===== config.mk =====
export PLATFORM = sky130hd
export DESIGN_NAME = mdec_regbank
export DESIGN_NICKNAME = d
export VERILOG_FILES = /design/src/rtl/mdec_pkg.sv /design/src/rtl/mdec_cap.sv /design/src/rtl/mdec_reg64.sv /design/src/rtl/mdec_slot.sv /design/src/rtl/mdec_regbank.sv
export SDC_FILE = /design/constraint.sdc
export NUM_CORES = 2
export LEC_CHECK = 0
export ABC_AREA = 1
export ABC_CLOCK_PERIOD_IN_PS = 2100
export BUFFER_PORTS_ARGS = -buffer_cell sky130_fd_sc_hd__buf_2
export CORE_UTILIZATION = 50
export CTS_CLUSTER_SIZE = 30
export DETAILED_ROUTE_END_ITERATION = 8
export PLACE_DENSITY = 0.66
export SKIP_LAST_GASP = 1
export SLEW_MARGIN = 20
export SYNTH_ARGS = -nofsm -noshare
export SYNTH_HDL_FRONTEND = slang
export SYNTH_SLANG_ARGS = --single-unit

===== constraint.sdc =====
create_clock -name clk -period 2.1 [get_ports clk]
set_input_delay 0.21 -clock clk [delete_from_list [all_inputs] [get_ports clk]]
set_output_delay 0.21 -clock clk [all_outputs]
set_load 0.03 [all_outputs]

===== src/rtl/mdec_pkg.sv =====
// Package: shared control-word layout and register word offsets for the
// decoder commit register bank. Assumes a 32-bit register bus.
package mdec_pkg;

    localparam int DATA_W      = 32;
    localparam int CW_GRAN_LSB = 0;
    localparam int CW_WAYS_LSB = 4;
    localparam int CW_FIELD_W  = 4;
    localparam int CW_LOCK     = 8;
    localparam int CW_COMMIT   = 9;
    localparam int CW_DONE     = 10;
    localparam int CW_ERR      = 11;
    localparam int CW_TYPE3    = 12;

    localparam int SLOT_WORDS  = 8;
    localparam int WORD_IDX_W  = 3;

    typedef enum logic [WORD_IDX_W-1:0] {
        WD_CTRL    = 3'd0,
        WD_BASE_LO = 3'd1,
        WD_BASE_HI = 3'd2,
        WD_SIZE_LO = 3'd3,
        WD_SIZE_HI = 3'd4,
        WD_EXT_LO  = 3'd5,
        WD_EXT_HI  = 3'd6,
        WD_NONE    = 3'd7
    } word_e;

endpackage


===== src/rtl/mdec_cap.sv =====
// Module: builds the read-only capability word from parameters.
// Assumes NUM_DEC fits in 4 bits and TGT_COUNT in 8 bits.
module mdec_cap #(
    parameter int NUM_DEC   = 4,
    parameter int TGT_COUNT = 8,
    parameter bit IS_SWITCH = 1'b1,
    parameter bit IL_LOW    = 1'b1,
    parameter bit IL_HIGH   = 1'b0
) (
    output logic [31:0] cap_word
);
    localparam logic [7:0] TGT_FIELD = IS_SWITCH ? 8'(TGT_COUNT) : 8'd0;

    // Pack the fixed capability fields.
    always_comb begin
        cap_word        = '0;
        cap_word[3:0]   = 4'(NUM_DEC);
        cap_word[11:4]  = TGT_FIELD;
        cap_word[16]    = IL_LOW;
        cap_word[17]    = IL_HIGH;
    end
endmodule


===== src/rtl/mdec_reg64.sv =====
// Module: a 64-bit value written as two halves, guarded by an open flag.
// Assumes at most one half is written per cycle by the caller's decode.
module mdec_reg64 #(
    parameter int HALF_W = 32
) (
    input  logic                clk,
    input  logic                rst_n,
    input  logic                open,
    input  logic                wr_lo,
    input  logic                wr_hi,
    input  logic [HALF_W-1:0]   wdata,
    output logic [2*HALF_W-1:0] value
);
    // Hold each half; accept writes only while open.
    always_ff @(posedge clk) begin
        if (!rst_n) begin
            value <= '0;
        end else begin
            if (open && wr_lo) value[HALF_W-1:0]        <= wdata;
            if (open && wr_hi) value[2*HALF_W-1:HALF_W] <= wdata;
        end
    end
endmodule


===== src/rtl/mdec_slot.sv =====
// Module: one decoder: control word, base, size, extension and the commit
// evaluation timer. Assumes prev_ok is the predecessor's committed next
// state (1 for decoder 0) and next_done the successor's registered committed
// bit (0 for the last decoder).
module mdec_slot
    import mdec_pkg::*;
#(
    parameter int COMMIT_LAT = 6
) (
    input  logic                         clk,
    input  logic                         rst_n,
    input  logic                         wr_en,
    input  logic [WORD_IDX_W-1:0]        wr_word,
    input  logic [DATA_W-1:0]            wdata,
    input  logic                         prev_ok,
    input  logic                         next_done,
    output logic                         done_nxt,
    output logic                         commit_o,
    output logic                         done_o,
    output logic                         err_o,
    output logic                         lock_o,
    output logic [SLOT_WORDS-1:0][DATA_W-1:0] rd_words
);
    localparam int CNT_W = $clog2(COMMIT_LAT + 1);

    logic                  commit_q, done_q, err_q, lock_q, type3_q;
    logic [CW_FIELD_W-1:0] gran_q, ways_q;
    logic [CNT_W-1:0]      cnt_q;
    logic [63:0]           base_v, size_v, ext_v;
    logic                  ctrl_we, start, rel_req, release_ok, done_evt, pass;

    // Decode which word of this decoder is being written.
    assign ctrl_we = wr_en && (wr_word == WD_CTRL);

    // Commit request edge and release request from the control write.
    assign start   = ctrl_we && !commit_q &&  wdata[CW_COMMIT];
    assign rel_req = ctrl_we &&  commit_q && !wdata[CW_COMMIT];

    // A committed decoder may drop only if unlocked and topmost.
    assign release_ok = done_q && !lock_q && !next_done;

    // Evaluation happens on the last timer count unless cancelled.
    assign done_evt = (cnt_q == CNT_W'(1)) && !rel_req;
    assign pass     = prev_ok && (size_v != 64'd0);

    // Next committed state, offered to the successor's order check.
    assign done_nxt = (rel_req && release_ok) ? 1'b0 :
                      (done_evt && pass)      ? 1'b1 : done_q;

    // Control word state: commit, status flags, timer and fields.
    always_ff @(posedge clk) begin
        if (!rst_n) begin
            commit_q <= 1'b0;
            done_q   <= 1'b0;
            err_q    <= 1'b0;
            lock_q   <= 1'b0;
            type3_q  <= 1'b0;
            gran_q   <= '0;
            ways_q   <= '0;
            cnt_q    <= '0;
        end else begin
            done_q <= done_nxt;
            if (start) begin
                commit_q <= 1'b1;
                cnt_q    <= CNT_W'(COMMIT_LAT);
            end else if (rel_req && (!done_q || release_ok)) begin
                commit_q <= 1'b0;
                cnt_q    <= '0;
            end else if (cnt_q != '0) begin
                cnt_q    <= cnt_q - CNT_W'(1);
            end
            if (ctrl_we && !wdata[CW_COMMIT]) err_q <= 1'b0;
            else if (start)                   err_q <= 1'b0;
            else if (done_evt && !pass)       err_q <= 1'b1;
            if (ctrl_we && wdata[CW_LOCK]) lock_q <= 1'b1;
            if (ctrl_we && !commit_q) begin
                gran_q  <= wdata[CW_GRAN_LSB +: CW_FIELD_W];
                ways_q  <= wdata[CW_WAYS_LSB +: CW_FIELD_W];
                type3_q <= wdata[CW_TYPE3];
            end
        end
    end

    mdec_reg64 #(.HALF_W(DATA_W)) u_base (
        .clk(clk), .rst_n(rst_n), .open(!commit_q),
        .wr_lo(wr_en && wr_word == WD_BASE_LO),
        .wr_hi(wr_en && wr_word == WD_BASE_HI),
        .wdata(wdata), .value(base_v)
    );

    mdec_reg64 #(.HALF_W(DATA_W)) u_size (
        .clk(clk), .rst_n(rst_n), .open(!commit_q),
        .wr_lo(wr_en && wr_word == WD_SIZE_LO),
        .wr_hi(wr_en && wr_word == WD_SIZE_HI),
        .wdata(wdata), .value(size_v)
    );

    mdec_reg64 #(.HALF_W(DATA_W)) u_ext (
        .clk(clk), .rst_n(rst_n), .open(!commit_q),
        .wr_lo(wr_en && wr_word == WD_EXT_LO),
        .wr_hi(wr_en && wr_word == WD_EXT_HI),
        .wdata(wdata), .value(ext_v)
    );

    // Assemble the readable words of this decoder.
    always_comb begin
        rd_words             = '0;
        rd_words[WD_CTRL][CW_GRAN_LSB +: CW_FIELD_W] = gran_q;
        rd_words[WD_CTRL][CW_WAYS_LSB +: CW_FIELD_W] = ways_q;
        rd_words[WD_CTRL][CW_LOCK]   = lock_q;
        rd_words[WD_CTRL][CW_COMMIT] = commit_q;
        rd_words[WD_CTRL][CW_DONE]   = done_q;
        rd_words[WD_CTRL][CW_ERR]    = err_q;
        rd_words[WD_CTRL][CW_TYPE3]  = type3_q;
        rd_words[WD_BASE_LO] = base_v[31:0];
        rd_words[WD_BASE_HI] = base_v[63:32];
        rd_words[WD_SIZE_LO] = size_v[31:0];
        rd_words[WD_SIZE_HI] = size_v[63:32];
        rd_words[WD_EXT_LO]  = ext_v[31:0];
        rd_words[WD_EXT_HI]  = ext_v[63:32];
    end

    assign commit_o = commit_q;
    assign done_o   = done_q;
    assign err_o    = err_q;
    assign lock_o   = lock_q;
endmodule


===== src/rtl/mdec_regbank.sv =====
// Module: top of the decoder commit register bank. Decodes the register
// bus, chains the ordering signals between decoders and muxes read data.
// Assumes one write per cycle and combinational reads.
module mdec_regbank
    import mdec_pkg::*;
#(
    parameter int NUM_DEC    = 4,
    parameter int TGT_COUNT  = 8,
    parameter bit IS_SWITCH  = 1'b1,
    parameter bit IL_LOW     = 1'b1,
    parameter bit IL_HIGH    = 1'b0,
    parameter int COMMIT_LAT = 6,
    parameter int ADDR_W     = $clog2((NUM_DEC + 1) * SLOT_WORDS)
) (
    input  logic               clk,
    input  logic               rst_n,
    input  logic               reg_wr,
    input  logic [ADDR_W-1:0]  reg_addr,
    input  logic [31:0]        reg_wdata,
    output logic [31:0]        reg_rdata,
    output logic [NUM_DEC-1:0] dec_committed
);
    localparam int BLK_W = ADDR_W - WORD_IDX_W;

    logic [BLK_W-1:0]      blk;
    logic [WORD_IDX_W-1:0] word;
    logic [31:0]           cap_word;
    logic [NUM_DEC-1:0]    done_nxt_v, done_v, commit_v, err_v, lock_v;
    logic [NUM_DEC-1:0][SLOT_WORDS-1:0][DATA_W-1:0] slot_words;

    // Split the word address into block and word offset.
    assign blk  = reg_addr[ADDR_W-1:WORD_IDX_W];
    assign word = reg_addr[WORD_IDX_W-1:0];

    mdec_cap #(
        .NUM_DEC(NUM_DEC), .TGT_COUNT(TGT_COUNT), .IS_SWITCH(IS_SWITCH),
        .IL_LOW(IL_LOW), .IL_HIGH(IL_HIGH)
    ) u_cap (
        .cap_word(cap_word)
    );

    for (genvar d = 0; d < NUM_DEC; d++) begin : g_slot
        logic prev_ok, next_done;
        if (d == 0) begin : g_first
            assign prev_ok = 1'b1;
        end else begin : g_mid
            assign prev_ok = done_nxt_v[d-1];
        end
        if (d == NUM_DEC - 1) begin : g_last
            assign next_done = 1'b0;
        end else begin : g_below
            assign next_done = done_v[d+1];
        end

        mdec_slot #(.COMMIT_LAT(COMMIT_LAT)) u_slot (
            .clk(clk), .rst_n(rst_n),
            .wr_en(reg_wr && (blk == BLK_W'(d + 1))),
            .wr_word(word), .wdata(reg_wdata),
            .prev_ok(prev_ok), .next_done(next_done),
            .done_nxt(done_nxt_v[d]),
            .commit_o(commit_v[d]), .done_o(done_v[d]),
            .err_o(err_v[d]), .lock_o(lock_v[d]),
            .rd_words(slot_words[d])
        );
    end

    // Select read data by block: capability, a decoder, or zero.
    always_comb begin
        reg_rdata = '0;
        if (blk == '0) reg_rdata = cap_word;
        for (int d = 0; d < NUM_DEC; d++) begin
            if (blk == BLK_W'(d + 1)) reg_rdata = slot_words[d][word];
        end
    end

    assign dec_committed = done_v;
endmodule


; Yosys cells after proc, flatten, opt, wreduce, memory -nomap -nowiden
; Cells that the tools add are included.
[word_totals]
elab_cells = 281
reg_bits = 832
output_inout_bits = 36
inputBits = 41
[classes]
order_cmp = 1
muxes = 39
add_sub_neg = 4
reduce_logical = 162
bitwise_logic = 1
n_eq_ne = 14
[ops]
columns = cell, count
row1 = binary-select mux 32 bit (select 3 bit), 4
row2 = two-way mux 32 bit, 8
row3 = nonzero test 64 bit, 4
row4 = logical AND 1 bit, 110
row5 = two-way mux 3 bit, 12
row6 = nonzero test 3 bit, 8
row7 = OR reduction 3 bit, 8
row8 = logical NOT 1 bit, 21
row9 = "equality test 3 x 1 -> 1 bit, second input constant", 6
row10 = two-way mux 17 bit, 1
row11 = two-way mux 1 bit, 14
row12 = "equality test 3 x 2 -> 1 bit, second input constant", 4
row13 = "equality test 3 bit, second input constant", 4
row14 = "subtractor 3 x 1 -> 3 bit, second input constant", 4
row15 = nonzero test 2 bit, 4
row16 = logical NOT 3 bit, 2
row17 = logical OR 1 bit, 4
row18 = "less-than comparator 3 x 4 -> 1 bit, second input constant", 1
row19 = OR reduction 2 bit, 1
row20 = NOT 1 bit, 1

; Depth between registers and ports, before layout
[depth]
word_depth = 21
depth_mapped = 16
mapped_depth_nobuf = 16

; By module
; A second synthesis with hierarchy kept.
[hier_totals]
hier_cells = 8219
hier_area_um2 = 48235.0
[by_module_without_submodules]
columns = module, n_inst, area_each_um2, seq_area_each_um2, cells_each
row1 = mdec_reg64, 12, 2632.5, 1281.2, 405
row2 = mdec_regbank, 1, 10466.3, 0.0, 2401
row3 = mdec_slot, 4, 1482.7, 320.3, 231
row4 = mdec_cap, 1, 247.7, 0.0, 34

; Worst setup path after synthesis
; No wires, ideal clock.
[synth_path]
path_kind = input-to-output
startpoint = in reg_addr[1]
endpoint = out reg_rdata[30]
cell_stages = 9
setup_slack_ps = -31
arrival_time_ps = 1921
path_buffers = 3
required_ps = 1890
path_cell_list = inv_2 -> nor2_1 -> clkbuf_1 -> buf_2 -> buf_2 -> nand2_1 -> nand4_1 -> nand2_1 -> o21ai_0
[synth_between]
elab_chain_len = 6
elab_cells_between_ends = 12
classes_between = 12 x mux
[synth_rtl]
columns = element, line
row1 = start: declaration, mdec_regbank.sv:18  ; input logic [ADDR_W-1:0] reg_addr,
row2 = binary-select mux 32 bit (select 3 bit), mdec_regbank.sv:72  ; if (blk == BLK_W'(d + 1)) reg_rdata = slot_words[d][word];
row3 = two-way mux 32 bit (implied by the code), mdec_regbank.sv:72
row4 = two-way mux 32 bit (3 in series), mdec_regbank.sv:72
row5 = two-way mux 32 bit *, mdec_regbank.sv:72
row6 = end: declaration, mdec_regbank.sv:20  ; output logic [31:0] reg_rdata,
; Mark *: on every way between the ends. The rest lies on a longest branch, timed or not. The select of a mux whose other input is x is not followed.

; Worst setup path in the final report
[layout_path]
startpoint = reg g_slot[1].u_slot.u_size.value[13]
endpoint = out reg_rdata[13]
[layout_between]
elab_chain_len = 5
[layout_rtl]
columns = element, line
row1 = start: declaration, mdec_reg64.sv:12  ; output logic [2*HALF_W-1:0] value
row2 = start signal: indexed assignment, mdec_reg64.sv:19  ; if (open && wr_lo) value[HALF_W-1:0] <= wdata;
row3 = start signal: indexed assignment, mdec_reg64.sv:20  ; if (open && wr_hi) value[2*HALF_W-1:HALF_W] <= wdata;
row4 = binary-select mux 32 bit (select 3 bit), mdec_regbank.sv:72
row5 = two-way mux 32 bit (implied by the code), mdec_regbank.sv:72
row6 = two-way mux 32 bit (3 in series), mdec_regbank.sv:72
; No other way between the ends. The select of a mux whose other input is x is not followed.

==> flow_summary.ini <==
[status]
status = finished, violations left
violations = negative setup slack

[synthesis]
syn_nets = 4474
ys_types = 47
synthMostInstantiatedCell = dfxtp_1
netlist_top_cells_count = dfxtp_1 (832), a21oi_1 (666), o21ai_0 (636)
yosysWarnings = 0
yosys.area.top_type = dfxtp_1
seq_area_frac_synth_pct = 48.0
synth_top_area_share_pct = 48.0
ys_ff_latch = 832
syn_area_mm2 = 0.0347
syn_avg_cell_area_um2 = 7.84
syn_inst = 4427
async_reset_ff_share_pct = 0
synth_edf_count = 0
synthTopCellsByArea = dfxtp_1 (48%), a21oi_1 (9.6%), o21ai_0 (9.2%)
synth_top_flop_cell = dfxtp_1

[timing]
final.setup_skew_ns = 0.0238
rsz0062_at_grt = true
relSlewSlack_pct = 48.2
tightest_slew_ns = 0.774
fin_crit_sh_pct = 115
fin_crit_ns = 2.41
finalSetupViolCount = 26
final-hold-violation-count = 0
slew_violations = 0
setup_ws_ns = -0.311
maxClockFrequency_ghz = 0.415

[power_and_ir_drop]
seqPwrFrac_pct = 45.8
power_density_mw_per_mm2 = 807
total_power_mw = 35.0
p_int_mw = 26.4
p_clk_share_pct = 45.6
p_leak_nw = 16.1
switchingPower_mw = 8.65
ir_drop_uv = 649
pwr-share-comb_pct = 8.6
swShare_pct = 24.7

[final_layout]
area_growth_pct = 25.0
n_antenna_cell = 0
fin_nets = 4628
final_area_mm2 = 0.0434
drive_above_1_share_pct = 20.1
layout.cells.non_filler = 5574
fin_util_pct = 63.2

[global_route]
grt_pass1_wl_um = 196000
grt_max_degree = 111
antenna_found_initial = 1
grt_pass1_vias = 31000
grt_util_all_layers_pct = 36.1
gr-total-overflow = 0

[clock_network]
cts_tree = built
htree_levels = 3
clock_latency_ns = 0.65
numCtsBuffers = 86
clockBufferDepth = 3
root_buffer = clkbuf_16
clock-sinks = 832
clk_pin_slew_worst_paths_ns = 0.06

[worst_setup_path]
critical_path_class = flop to output port
r2r_end = g_slot[3].u_slot.done_o
reg2reg_from = g_slot[1].u_slot.u_size.value[43]
reg2reg_depth = 17
start_kind = flop
ff2ff_setup_slack_ns = 0.03
end_kind = output port
critPathArrivalTime_ns = 2.20
cp.required_ns = 1.89
crit_fanout = 2

[route]
via_count = 34700
wl_per_cell_um = 23.7
first_pass_iters = 9
drt_iter0_drc = 4914
ant_nets = 0
via_per_inst = 6.22
wirelength_um = 132000
drc_errors = 0

[min_path]
whs_endpoint = g_slot[3].u_slot.u_size.value[2]
hp-start = reg_wdata[2]
hold_depth = 3
hp-class = input pin to flop

[floorplan]
initial_utilization_pct = 50.5
io_pins = 77
num_rows = 96
core-area_mm2 = 0.0687
die_width_um = 266
dieArea_mm2 = 0.0705
die_h_um = 266

[placed_design]
dp_hpwl_um = 83900
dp.cells = 5368
routabilityCongestion = 0.938
placed_area_mm2 = 0.0383
port_buffers = 76

[flow_run]
maxCapViolCount = 0
-- cells in the final DEF, fill, tap and decap left out, drive strengths merged --
master and instances:
ha 6, o21ai 642, a311oi 1, a21oi 667
o21a 1, a2111oi 2, a22o 26, nor3 17
a41oi 8, a211oi 243, a221o 2, o211ai 31
inv 149, a32o 1, bufinv 7, clkinv 13
o2111ai 32, a2bb2oi 1, nor2 374, a221oi 27
bufbuf 4, o311ai 1, dlygate4sd3 4, a32oi 3
nor4 34, a31oi 17, a31o 2, dfxtp 832
o31ai 4, a22oi 97, nand4 75, nand3b 1
clkinvlp 2, clkbuf 139, nand3 117, o221ai 1
nand2 573, buf 487
-- area by class of cell --
class / instances / area, um2
tap: 931 / 1160
clock buffer: 132 / 2630
fill: 5960 / 25300
sequential: 832 / 16700
multi-input combinational: 3006 / 16700
clock inverter: 18 / 297
inverter: 153 / 623
timing repair buffer: 502 / 5280
-- critical path, cell delays in order, from the launching register on --
cell	delay, ns
dfxtp_2	0.32
inv_2	0.05
o211ai_1	0.09
o211ai_1	0.63
o2111ai_2	0.26
buf_6	0.21
-- power by group through the flow --
stage	combinational, mW	sequential, mW	clock, mW
after global routing	3.12	16.0	16.7
after CTS	2.76	16.0	16.0
after floorplan	1.37	16.4	0
after global placement	2.55	16.4	0
final	3.02	16.0	16.0
after detailed placement	2.56	16.4	0
-- stage by stage --
| step | TNS (ns) | hold WS [ns] | worst slack [ns] |
|---|---|---|---|
| after floorplan | 0 | 0.353 | 0.0681 |
| after global placement | -43.87 | 0.470 | -0.379 |
| after detailed placement | -58.08 | 0.475 | -0.433 |
| after CTS | -2.48 | 0.0536 | -0.269 |
| after global routing | -3.37 | 0.0978 | -0.342 |
| final | -2.43 | 0.0620 | -0.311 |
-- logic make-up (layout without fill, tap and decap cells) --
family                     after synthesis  in the layout  synth area share [%]
AOI/OAI and AO/OA                     1809           1809                  30.0
and+or+nand+nor                       1191           1191                  14.9
DFF                                    832            832                  48.0
buffers and inverters                  589            805                  6.91
adders and majority gates                6              6                 0.216
-- sequential cells by signal, summed over array words and instances, names as in the netlist --
register and cells:
g_slot.u_slot.u_ext.value 256, g_slot.u_slot.err_o 4, g_slot.u_slot.gran_q 16, g_slot.u_slot.u_base.value 256, g_slot.u_slot.done_o 4, g_slot.u_slot.u_size.value 256
g_slot.u_slot.commit_o 4, g_slot.u_slot.ways_q 16, g_slot.u_slot.lock_o 4, g_slot.u_slot.type3_q 4, g_slot.u_slot.cnt_q 12
-- metal layers --
| layer | share of wire, % | global-route usage, % |
|---|---|---|
| met5 | 0.0091 | 0 |
| met4 | 3.3 | 13.6 |
| met3 | 11 | 6.81 |
| met2 | 42 | 52.3 |
| met1 | 43 | 52.8 |
-- what timing repair did --
| action | in CTS | in global routing |
|---|---|---|
| endpoints found under the setup margin | 32 | 37 |
| resized for setup | 270 | 159 |
| hold buffers | 4 | 0 |
| hold endpoints to repair | 53 | 0 |
| pin swaps | 76 | 119 |
| buffers inserted | 32 | 21 |
| gates cloned | 4 | 7 |
-- worst max-delay path by stage --
stage | startpoint | end | slack [ns] | cells after the start
2_1_floorplan | reg_addr[0] | reg_rdata[3] | 0.07 | 8
3_3_place_gp | reg_addr[0] | reg_rdata[1] | -0.38 | 12
3_5_place_dp | reg_addr[0] | reg_rdata[1] | -0.43 | 12
4_1_cts | g_slot[0].u_slot.u_size.value[16] | reg_rdata[16] | -0.27 | 7
5_1_grt | g_slot[1].u_slot.u_base.value[48] | reg_rdata[16] | -0.34 | 7
6_report | g_slot[1].u_slot.u_size.value[13] | reg_rdata[13] | -0.31 | 5
No activity file was read; power rests on OpenSTA's default activity.
